<file path="src/rtl/hwk_pkg.sv">
package hwk_pkg;
  typedef enum logic [1:0] {
    HS_RUN  = 2'd0,
    HS_HOLD = 2'd1,
    HS_SVC  = 2'd2
  } hold_st_e;
endpackage

</file>
<file path="src/rtl/hwk_pin_qual.sv">
module hwk_pin_qual #(
  parameter int PINS = 4
) (
  input  logic [PINS-1:0] chg_i,
  input  logic [PINS-1:0] en_i,
  output logic            hit_o
);
  logic [PINS-1:0] gated;

  for (genvar p = 0; p < PINS; p++) begin : g_pin
    assign gated[p] = chg_i[p] & en_i[p];
  end

  assign hit_o = |gated;
endmodule

</file>
<file path="src/rtl/hwk_flag_bank.sv">
module hwk_flag_bank #(
  parameter int N = 9
) (
  input  logic         clk,
  input  logic         rst_n,
  input  logic [N-1:0] set_i,
  input  logic         clr_i,
  input  logic [N-1:0] clr_mask_i,
  output logic [N-1:0] flags_o
);
  for (genvar g = 0; g < N; g++) begin : g_flag
    always_ff @(posedge clk or negedge rst_n) begin
      if (!rst_n)                        flags_o[g] <= 1'b0;
      else if (set_i[g])                 flags_o[g] <= 1'b1;
      else if (clr_i && clr_mask_i[g])   flags_o[g] <= 1'b0;
    end


    evf_rise_chk: assert property (@(posedge clk) disable iff (!rst_n)
      $rose(flags_o[g]) |-> $past(set_i[g]));


    evf_clear_chk: assert property (@(posedge clk) disable iff (!rst_n)
      (clr_i && clr_mask_i[g] && !set_i[g]) |=> !flags_o[g]);
  end
endmodule

</file>
<file path="src/rtl/hwk_hold_fsm.sv">
module hwk_hold_fsm
  import hwk_pkg::*;
(
  input  logic     clk,
  input  logic     rst_n,
  input  logic     hold_enter_i,
  input  logic     wake_i,
  input  logic     int_hit_i,
  input  logic     svc_done_i,
  output hold_st_e state_o,
  output logic     entering_o,
  output logic     hold_o,
  output logic     svc_o
);
  hold_st_e nxt;

  always_comb begin
    nxt = state_o;
    unique case (state_o)
      HS_RUN:  if (hold_enter_i) nxt = HS_HOLD;
      HS_HOLD: begin
        if (wake_i)         nxt = HS_RUN;
        else if (int_hit_i) nxt = HS_SVC;
      end
      HS_SVC: begin
        if (wake_i)          nxt = HS_RUN;
        else if (svc_done_i) nxt = HS_HOLD;
      end
      default: nxt = HS_RUN;
    endcase
  end

  always_ff @(posedge clk or negedge rst_n) begin
    if (!rst_n) state_o <= HS_RUN;
    else        state_o <= nxt;
  end

  assign entering_o = (state_o == HS_RUN) && hold_enter_i;
  assign hold_o     = (state_o == HS_HOLD);
  assign svc_o      = (state_o == HS_SVC);


  wake_exit_chk: assert property (@(posedge clk) disable iff (!rst_n)
    (hold_o && wake_i) |=> (!hold_o && !svc_o));


  svc_enter_chk: assert property (@(posedge clk) disable iff (!rst_n)
    (hold_o && int_hit_i && !wake_i) |=> svc_o);


  svc_return_chk: assert property (@(posedge clk) disable iff (!rst_n)
    (svc_o && svc_done_i && !wake_i) |=> hold_o);


  reenter_ign_chk: assert property (@(posedge clk) disable iff (!rst_n)
    (hold_o && hold_enter_i && !wake_i && !int_hit_i) |=> hold_o);
endmodule

</file>
<file path="src/rtl/hwk_ctrl.sv">
module hwk_ctrl
  import hwk_pkg::*;
#(
  parameter int NUM_MAIN = 8,
  parameter int PORT_PINS = 4,
  parameter int PA_IDX = 2,
  localparam int NSRC = NUM_MAIN + 1,
  localparam int PB_IDX = NUM_MAIN
) (
  input  logic                 clk,
  input  logic                 rst_n,
  input  logic [NSRC-1:0]      src_pulse_i,
  input  logic [PORT_PINS-1:0] pa_chg_i,
  input  logic [PORT_PINS-1:0] pa_en_i,
  input  logic [PORT_PINS-1:0] pb_chg_i,
  input  logic [PORT_PINS-1:0] pb_en_i,
  input  logic [NSRC-1:0]      ien_i,
  input  logic                 gie_i,
  input  logic [NUM_MAIN-1:0]  hen_i,
  input  logic                 hen_pb_i,
  input  logic                 evf_clr_i,
  input  logic [NSRC-1:0]      evf_clr_mask_i,
  input  logic                 hold_enter_i,
  input  logic                 svc_done_i,
  output logic [NSRC-1:0]      evf_o,
  output logic [NSRC-1:0]      cause_o,
  output logic [NSRC-1:0]      irq_o,
  output logic                 hold_o,
  output logic                 svc_o
);
  logic            pa_hit, pb_hit;
  logic [NSRC-1:0] evt;
  logic [NSRC-1:0] hen_all;
  logic [NSRC-1:0] wake_vec;
  logic            wake, int_hit, entering;
  hold_st_e        st;

  hwk_pin_qual #(.PINS(PORT_PINS)) u_pa (
    .chg_i(pa_chg_i), .en_i(pa_en_i), .hit_o(pa_hit));
  hwk_pin_qual #(.PINS(PORT_PINS)) u_pb (
    .chg_i(pb_chg_i), .en_i(pb_en_i), .hit_o(pb_hit));

  always_comb begin
    evt         = src_pulse_i;
    evt[PA_IDX] = pa_hit;
    evt[PB_IDX] = pb_hit;
  end

  assign hen_all  = {hen_pb_i, hen_i};
  assign wake_vec = evt & hen_all;
  assign wake     = |wake_vec;
  assign int_hit  = gie_i & (|(evt & ien_i));

  hwk_flag_bank #(.N(NSRC)) u_evf (
    .clk(clk), .rst_n(rst_n), .set_i(evt), .clr_i(evf_clr_i),
    .clr_mask_i(evf_clr_mask_i), .flags_o(evf_o));

  hwk_hold_fsm u_fsm (
    .clk(clk), .rst_n(rst_n), .hold_enter_i(hold_enter_i), .wake_i(wake),
    .int_hit_i(int_hit), .svc_done_i(svc_done_i), .state_o(st),
    .entering_o(entering), .hold_o(hold_o), .svc_o(svc_o));

  always_ff @(posedge clk or negedge rst_n) begin
    if (!rst_n)            cause_o <= '0;
    else if (entering)     cause_o <= '0;
    else if (st != HS_RUN) cause_o <= cause_o | wake_vec;
  end

  assign irq_o = evf_o & ien_i & {NSRC{gie_i}};


  cause_entry_chk: assert property (@(posedge clk) disable iff (!rst_n)
    (st == HS_RUN && hold_enter_i) |=> (cause_o == '0 && hold_o));


  cause_run_chk: assert property (@(posedge clk) disable iff (!rst_n)
    (st == HS_RUN && !hold_enter_i) |=> $stable(cause_o));


  irq_gate_chk: assert property (@(posedge clk) disable iff (!rst_n)
    !gie_i |-> (irq_o == '0));
endmodule

</file>
<file path="config.mk">
export PLATFORM = sky130hd
export DESIGN_NAME = hwk_ctrl
export DESIGN_NICKNAME = d
export VERILOG_FILES = /design/src/rtl/hwk_pkg.sv /design/src/rtl/hwk_pin_qual.sv /design/src/rtl/hwk_flag_bank.sv /design/src/rtl/hwk_hold_fsm.sv /design/src/rtl/hwk_ctrl.sv
export SDC_FILE = /design/constraint.sdc
export NUM_CORES = 1
export LEC_CHECK = 0
export ABC_AREA = 1
export BUFFER_PORTS_ARGS = -buffer_cell sky130_fd_sc_hd__buf_2
export CORE_MARGIN = 2
export CORE_UTILIZATION = 38
export DETAILED_ROUTE_END_ITERATION = 10
export HOLD_SLACK_MARGIN = 0.02
export PLACE_DENSITY = 0.77
export REMOVE_ABC_BUFFERS = 1
export SYNTH_ARGS = -nofsm -noshare
export SYNTH_HDL_FRONTEND = slang
export SYNTH_HIERARCHICAL = 1
export SYNTH_SLANG_ARGS = --single-unit
export TNS_END_PERCENT = 30
</file>
<file path="constraint.sdc">
create_clock -name clk -period 2.55 [get_ports clk]
set_input_delay 0.1275 -clock clk [delete_from_list [all_inputs] [get_ports clk]]
set_output_delay 0.1275 -clock clk [all_outputs]
set_load 0.02 [all_outputs]
</file>
* Word-level counts from Yosys, hierarchy flattened
Cells that the tools add are included.
** Storage, ports and cells
- Bits in registers :: 20
- Input bits :: 58
- Word-level logic and storage cells :: 83
** Operators by class
- Equality and inequality tests :: 5
- Multiplexer cells :: 26
- Bitwise logic cells :: 14
- Reductions and logical operators :: 27
** Operator list (number)
- 9-bit bitwise AND :: 4
- 2-bit nonzero test :: 11
- 1-bit two-way mux :: 18
- 9-bit two-way mux :: 2
- 9-bit OR reduction :: 2
- 1-bit logical AND :: 10
- 2-bit two-way mux :: 5
- 1-bit bitwise AND :: 9
- 9-bit OR :: 1
- 4-bit OR reduction :: 2
- 2-bit one-hot mux with 3 select lines :: 1
- 3-bit by 1-bit inequality test with 1-bit output, second input constant :: 1
- 3-bit by 2-bit inequality test with 1-bit output, second input constant :: 1
- 3-bit AND reduction :: 1
- 2-bit by 1-bit == test with 1-bit output, second input constant :: 1
- 2-bit == test, second input constant :: 1
- 2-bit logical NOT :: 1
- 2-bit inequality test, second input constant :: 1

* Logic depth before layout (Yosys ltp)
Gate-level depths: netlist of run 1.
- Word-level depth :: 8
- Depth in mapped cells :: 14

* Cells and area by module
Netlist of run 1, hierarchy kept.
** Modules (own cells, without submodules)
- hwk_ctrl :: instances 1, cells an instance 92, area each 579.3 µm², seq. area each 225.2 µm²
- hwk_flag_bank :: instances 1, cells an instance 46, area each 371.6 µm², seq. area each 225.2 µm²
- hwk_hold_fsm :: instances 1, cells an instance 20, area each 133.9 µm², seq. area each 50.0 µm²
- hwk_pin_qual :: instances 2, cells an instance 9, area each 33.8 µm², seq. area each 0.0 µm²

* Worst setup path after synthesis of run 1
No wires, ideal clock.
- Path type :: input to register
- Start :: input pb_chg_i[0]
- End :: register u_fsm.state_o[0]
- Library setup time :: 118 ps
- Arrival :: 970 ps
- Path slack :: 1461 ps
- Stages :: 12
- Path buffers :: 0
- Cell sequence :: nand2_1 > nand2_1 > inv_1 > nand2_1 > nand2_1 > nand4_1 > nor2_1 > nand2_1 > nor2_1 > nand2_1 > nand4_1 > nand2_1
** RTL lines
- from (decl) :: RTL line hwk_ctrl.sv:15 : input logic [PORT_PINS-1:0] pb_chg_i,
- 1-bit bitwise AND * :: RTL line hwk_pin_qual.sv:11 : assign gated[p] = chg_i[p] & en_i[p];
- 4-bit OR reduction * :: RTL line hwk_pin_qual.sv:14 : assign hit_o = |gated;
- net pb_hit :: RTL line hwk_ctrl.sv:31 : logic pa_hit, pb_hit;
- 9-bit bitwise AND * :: RTL line hwk_ctrl.sv:50 : assign wake_vec = evt & hen_all;
- 9-bit OR reduction * :: RTL line hwk_ctrl.sv:51 : assign wake = |wake_vec;
- net wake :: RTL line hwk_ctrl.sv:35 : logic wake, int_hit, entering;
- 3-bit by 1-bit inequality test with 1-bit output (no source line) (tied with other cells)
- 3-bit AND reduction (no source line) / 2-bit one-hot mux with 3 select lines (equally long branches)
- to (signal assigned) :: RTL line hwk_hold_fsm.sv:35 : else state_o <= nxt;
- to (decl) :: RTL line hwk_hold_fsm.sv:10 : output hold_st_e state_o,
Mark *: on every way through the listed nets, which the timed path passes. The rest lies on a longest branch.
A chain may end at the register's enable or synchronous reset.

* Final worst setup path of run 1
- Start :: input src_pulse_i[6]
- End :: register u_fsm.state_o[0]
** RTL lines
- from (decl) :: RTL line hwk_ctrl.sv:12 : input logic [NSRC-1:0] src_pulse_i,
- 9-bit bitwise AND * :: RTL line hwk_ctrl.sv:50
- 9-bit OR reduction * :: RTL line hwk_ctrl.sv:51
- net wake :: RTL line hwk_ctrl.sv:35
- 3-bit by 1-bit inequality test with 1-bit output (no source line) (tied with other cells)
- 3-bit AND reduction (no source line) / 2-bit one-hot mux with 3 select lines (equally long branches)
Marked as above.

==> results of run 1 <==
worst max path at each step:
stage | from | end | slack, ps | cells past startpoint
after floorplan | u_fsm/state_o[1] | cause_o[6] | 1330 | 2
after global placement | pb_chg_i[0] | u_fsm/state_o[0] | 1170 | 13
after detailed placement | pb_chg_i[0] | u_fsm/state_o[0] | 1170 | 13
after CTS | src_pulse_i[6] | u_fsm/state_o[0] | 1240 | 10
after global routing | src_pulse_i[6] | u_fsm/state_o[1] | 1070 | 10
final | src_pulse_i[6] | u_fsm/state_o[0] | 1210 | 10
sequential cells by signal, summed over array words and instances (netlist names):
signal	cells
cause_o	9
u_evf/flags_o	9
u_fsm/state_o	2
kinds of logic (layout without fill, tap and decap cells):
| logic type | after synthesis | in the layout | share of synthesized area [%] |
|---|---|---|---|
| flops | 20 | 20 | 43.4 |
| buf+inv | 34 | 122 | 12.4 |
| simple gates | 111 | 111 | 38.8 |
| compound gates | 11 | 11 | 5.43 |
worst register-to-register path: stages, from the launching register on:
cell	delay, ps
dfrtp_1	460
or2_1	390
a21oi_2	170
nor2_1	40
area by class of cell:
cell class,instances,share of cell area (%)
multi-input combinational,122,30.6
tap,31,2.33
timing repair buffer,87,26.9
clock buffer,3,1.35
clock inverter,1,1.80
inverter,31,6.99
sequential,20,30.1
timing repair:
| action | 4_1_cts | 5_1_grt |
|---|---|---|
| endpoints found under the hold margin | 21 | 0 |
| hold buffers | 2 | 0 |
| gates resized for setup | 0 | 0 |
| setup buffers | 0 | 0 |
layout by cell type (no fill, tap or decap):
master,n
buf_2,84
a21oi_1,9
or2_1,1
bufinv_16,1
dfrtp_1,20
dlygate4sd3_1,2
nand2_1,78
nor3_1,2
clkinv_1,1
nor2_1,15
nor2_2,2
inv_2,2
nand3_1,10
inv_1,28
clkbuf_4,3
buf_4,1
nand4_1,3
a21oi_2,2
metrics by stage:
stage / setup WS, ps / hold WS [ps] / std cells / util, %
floorplan: 1330 / -168 / 173 / -
global placement: 1170 / 99.5 / 289 / 56.3
detailed placement: 1170 / 115 / 289 / 56.3
CTS: 1240 / 30.2 / 295 / 58.9
global route: 1070 / 45.6 / 295 / 58.9
finish: 1210 / 42.2 / 295 / 58.9
metal layers:
layer  GRT usage [%]  part of all wire, %  up-vias
met4            5.84                 0.33        0
met1            24.2                   43      561
met5               0                    0        -
li1                -                    -      708
met3            2.84                  8.0        2
met2            33.2                   49       56
power breakdown:
| group | internal, mW | leakage, nW | switching, mW | total, mW |
|---|---|---|---|---|
| registers | 0.397 | 0.232 | 0.0529 | 0.450 |
| clock network | 0.159 | 0.0279 | 0.102 | 0.261 |
| logic | 0.175 | 0.808 | 0.297 | 0.471 |
| total | 0.731 | 1.07 | 0.452 | 1.18 |
==> flow_metrics.tcl, run 1 <==
set metrics [dict create \
    min_to "u_evf/flags_o[6]" \
    async_flop_share_pct 100 \
    drive_above_1_share_pct 36.0 \
    max-cap-violations 0 \
    synth_edf_count 0 \
    fill_cells 278 \
    htreeDepth 1 \
    via_per_inst 4.50 \
    cts.path.max_buffers 2 \
    worst-path-buf-inv 2 \
    fin_skew_ps 7.21 \
    place_area_sq_um 1590 \
    vdd_drop_max_mv 0.423 \
    overflow 0 \
    crit_slowest_cell "dlygate4sd3_1" \
    hpwl_um 2460 \
    status "finished, final reports clean" \
    max_stage_delay_ps 540 \
    grt_pass1_wl_um 5090 \
    synth_area_per_cell_sq_um 6.55 \
    rsz0062_at_grt "no" \
    synth.top_cell.area_share_pct 43.4 \
    clk_pin_slew_ps 120 \
    synth.area.top_cells "dfrtp_1 (43%), nand2_1 (25%), inv_1 (9.1%)" \
    power.density_nw_per_um2 710 \
    r2r_start "u_fsm/state_o[1]" \
    insertion_delay_ps 300 \
    period_needed_ps 1340 \
    hold_path_depth 4 \
    r2r_slack_ps 1390 \
    cts_sinks 20 \
    wire_per_inst_um 10.3 \
    ioPinCount 87 \
    crit_top_cell "nand2_1" \
    yosys.area.top_type "dfrtp_1" \
    reg2reg_to "cause_o[6]" \
    cp_top_family "simple AND/OR/NAND/NOR gates" \
    fin_nets 323 \
    grt_max_degree 21 \
    crit_type "input port to flip-flop" \
    worst-r2r-cell-count 3 \
    portBuffers 84 \
    post-route-drc-count 0 \
    total_power_mw 1.18 \
    die_area_sq_um 3490 \
    slew_viol_final 0 \
    std_cell_rows 19 \
    final_cell_area_sq_um 1670 \
    die_width_um 59.1 \
    grt_pass1_vias 1252 \
    slew_headroom_pct 69.8 \
    min-delay-start "evf_clr_mask_i[6]" \
    area_growth_pct 44.5 \
    diodes 0 \
    dr.pass1.iters 4 \
    crit_path_start_kind "input port" \
    ys_seq_area_share_pct 43.4 \
    cts_tree "yes" \
    p_leak_nw 1.07 \
    coreArea_sq_um 2830 \
    cp_max_fo 4 \
    synthTopCellsByCount "nand2_1 (78), inv_1 (28), dfrtp_1 (20)" \
    ys.flop_type "dfrtp_1" \
    crit_chain "dlygate4sd3_1 > buf_2 > nand2_1 > nand2_1 > nor2_1 > nand2_1 > nor2_1 > nand2_1 > nand4_1 > nand2_1" \
    fmax_mhz 748 \
    cts_made_buffers 3 \
    multi_input_area_sq_um 509 \
    hold_path.class "input port to flip-flop" \
    hold_viol 0 \
    period_share_pct 52.4 \
    synth-warning-count 6 \
    root_buffer "clkbuf_4" \
    worstPathArrival_ps 1540 \
    finalWirelength_um 3050 \
    cp_data_required_time_ps 2750 \
    grtUsageTotal_pct 19.0 \
    synthCells 176 \
    register_area_sq_um 500 \
    finalSetupViolations 0 \
    dr_total_vias 1327 \
    synth.distinct_cells 15 \
    syn_area_sq_um 1150 \
    yosysMostFrequentCell "nand2_1" \
    antenna_found_initial 0 \
    fin_tns_setup_ps 0 \
    worstMarginPinSlew_ps 453 \
    ant_nets 0 \
    ys_ff_latch 20 \
    die_y_um 59.1 \
    initial_utilization_pct 40.7 \
    first_iter_violations 31 \
    globalplace.congestion 0.846 \
    end_kind "flip-flop" \
]
Power figures use the tool's default switching activity.
==> inputs of run 2 (changes only) <==
==> constraint.sdc (replaced) <==
create_clock -name clk -period 1.36 [get_ports clk]
set_input_delay 0.068 -clock clk [delete_from_list [all_inputs] [get_ports clk]]
set_output_delay 0.068 -clock clk [all_outputs]
set_load 0.02 [all_outputs]
==> run 2 against run 1 <==
Effect of this change: die area unchanged; via count increased by 6.7%; combinational power increased by 98%; sequential power increased by 88%; critical path depth increased by 2; sequential share of layout area decreased by 2.1 points; wire length increased by 11%; non-clock buffer count increased by 13; register-to-register slack got worse by 1200 ps; final area increased by 7.6%; clock skew decreased by 5.6 ps; worst setup slack got worse by 1100 ps; critical endpoint unchanged; largest power group unchanged.
==> flow_metrics.tcl, run 2 (same netlist as run 1, synthesis figures left out) <==
set metrics [dict create \
    status "finished, final reports clean" \
    fin_skew_ps 1.64 \
    first_iter_violations 48 \
    wire_per_inst_um 11.0 \
    crit_path_start_kind "input port" \
    cp_top_family "buffers and inverters" \
    drive_above_1_share_pct 34.1 \
    coreArea_sq_um 2830 \
    finalSetupViolations 0 \
    crit_type "input port to flip-flop" \
    max_stage_delay_ps 540 \
    grt_max_degree 21 \
    slew_headroom_pct 68.8 \
    hold_path.class "input port to flip-flop" \
    slew_viol_final 0 \
    power.density_nw_per_um2 1150 \
    area_growth_pct 55.5 \
    cts_made_buffers 3 \
    max-cap-violations 0 \
    vdd_drop_max_mv 0.833 \
    grtUsageTotal_pct 19.9 \
    combPwrFrac_pct 45.4 \
    die_width_um 59.1 \
    worst-r2r-cell-count 3 \
    reg2reg_to "u_evf/flags_o[1]" \
    initial_utilization_pct 40.7 \
    period_needed_ps 1260 \
    cts_sinks 20 \
    worstMarginPinSlew_ps 469 \
    ioPinCount 87 \
    grt_pass1_vias 1262 \
    globalplace.congestion 0.840 \
    worst_slack_ps 105 \
    crit_top_cell "nand2_1" \
    r2r_start "u_evf/flags_o[1]" \
    fin_nets 336 \
    p_int_mw 1.21 \
    p_leak_nw 1.11 \
    overflow 0 \
    final_common_cell "buf_2" \
    crit_chain "dlygate4sd3_1 > buf_2 > nand2_1 > nand2_1 > nor2_1 > nand3_1 > nand2_1 > inv_1 > inv_1 > nand3_1 > nand4_1 > nand2_1" \
    hpwl_um 2480 \
    final_util_pct 63.3 \
    grt_pass1_wl_um 5280 \
    mostFrequentLayoutCells "buf_2 (81), nand2_1 (76), inv_1 (28), dfrtp_1 (20), dlygate4sd3_1 (17)" \
    r2r_slack_ps 160 \
    crit_slowest_cell "dlygate4sd3_1" \
    via_per_inst 4.61 \
    pwr-share-clk_pct 13.4 \
    switching_share_pct 41.2 \
    cp_data_required_time_ps 1560 \
    htreeDepth 1 \
    multi_input_area_sq_um 518 \
    path_depth 12 \
    die_y_um 59.1 \
    die_area_sq_um 3490 \
    end_kind "flip-flop" \
    period_share_pct 92.3 \
    hold_viol 0 \
    root_buffer "clkbuf_4" \
    power_frac_seq_pct 41.1 \
    finalWirelength_um 3370 \
    ant_nets 0 \
    cts_setup_buffers 0 \
    cp_max_fo 4 \
    cp-endpoint "u_fsm/state_o[0]" \
    clk_pin_slew_ps 110 \
    worst-path-buf-inv 4 \
    std_cell_rows 19 \
    dr.pass1.iters 4 \
    diodes 0 \
    register_area_sq_um 500 \
    antenna_found_initial 0 \
    post-route-drc-count 0 \
    p_sw_mw 0.847 \
    dr_total_vias 1416 \
    fmax_mhz 797 \
    place_ws_ps 44.4 \
    reg_top3 "cause_o: 9 flops, u_evf/flags_o: 9 flops, u_fsm/state_o: 2 flops" \
    fin_tns_setup_ps 0 \
    cp-startpoint "src_pulse_i[1]" \
    cts.path.max_buffers 2 \
    cts_tree "yes" \
    portBuffers 84 \
    insertion_delay_ps 290 \
    fill_cells 277 \
    worstPathArrival_ps 1450 \
]
==> run 2: cell count changes in the layout (fill, tap and decap cells not counted), moves of 2 or more <==
| cell | delta |
|---|---|
| buf_2 | -3 |
| dlygate4sd3_1 | +15 |
| nand2_2 | +2 |
| nand2_1 | -2 |
==> run 2: repair_timing <==
action,in CTS,in global routing
hold endpoints to repair,30,0
endpoints found under the setup margin,0,2
resized for setup,0,4
hold buffers,18,0
==> run 2: worst min path at each step <==
stage | start | end | slack (ps) | cells after the start
6_report | hen_i[0] | cause_o[0] | 30 | 3
5_1_grt | hen_i[0] | cause_o[0] | 40 | 3
4_1_cts | hen_i[2] | cause_o[2] | 20 | 3
3_5_place_dp | rst_n | u_evf/flags_o[6] | 40 | 1
3_3_place_gp | rst_n | u_evf/flags_o[6] | 40 | 1
2_1_floorplan | rst_n | cause_o[0] | -230 | 0
==> run 2: power groups by stage <==
stage	logic (mW)	clock network (mW)	registers, mW
global placement	0.878	0	0.854
CTS	0.938	0.292	0.845
floorplan	0.363	0	1.02
finish	0.934	0.276	0.846
global route	1.03	0.297	0.864
detailed placement	0.892	0	0.856
==> run 2: stage by stage <==
stage	cells	hold slack (ps)	total power, mW	cell area [sq um]
2_1_floorplan	173	-228	1.39	1130
3_3_place_gp	289	41.4	1.73	1590
3_5_place_dp	289	44.6	1.75	1590
4_1_cts	310	22.5	2.08	1800
5_1_grt	307	37.4	2.19	1790
6_report	307	32.2	2.06	1790
==> run 2: area by class of cell <==
type	count	share of cell area, %
Inverter	31	6.49
Tap cell	31	2.16
Clock buffer	3	1.26
Timing Repair Buffer	100	33.2
Sequential cell	20	27.9
Multi-Input combinational cell	122	28.9
==> run 2: worst register-to-register path: cells and delay by family, from the launching register on <==
| family | cells | cell delay (ps) |
|---|---|---|
| and+or+nand+nor | 2 | 120 |
| DFF | 1 | 400 |
| buffers and inverters | 1 | 560 |
==> run 2: routing by layer <==
layer	GRT usage [%]	routed length, um	vias to the layer above
li1	-	-	725
met1	23.2	1430	623
met2	36.7	1680	64
met3	5.46	224	4
met4	3.25	22	0
met5	0	0	-
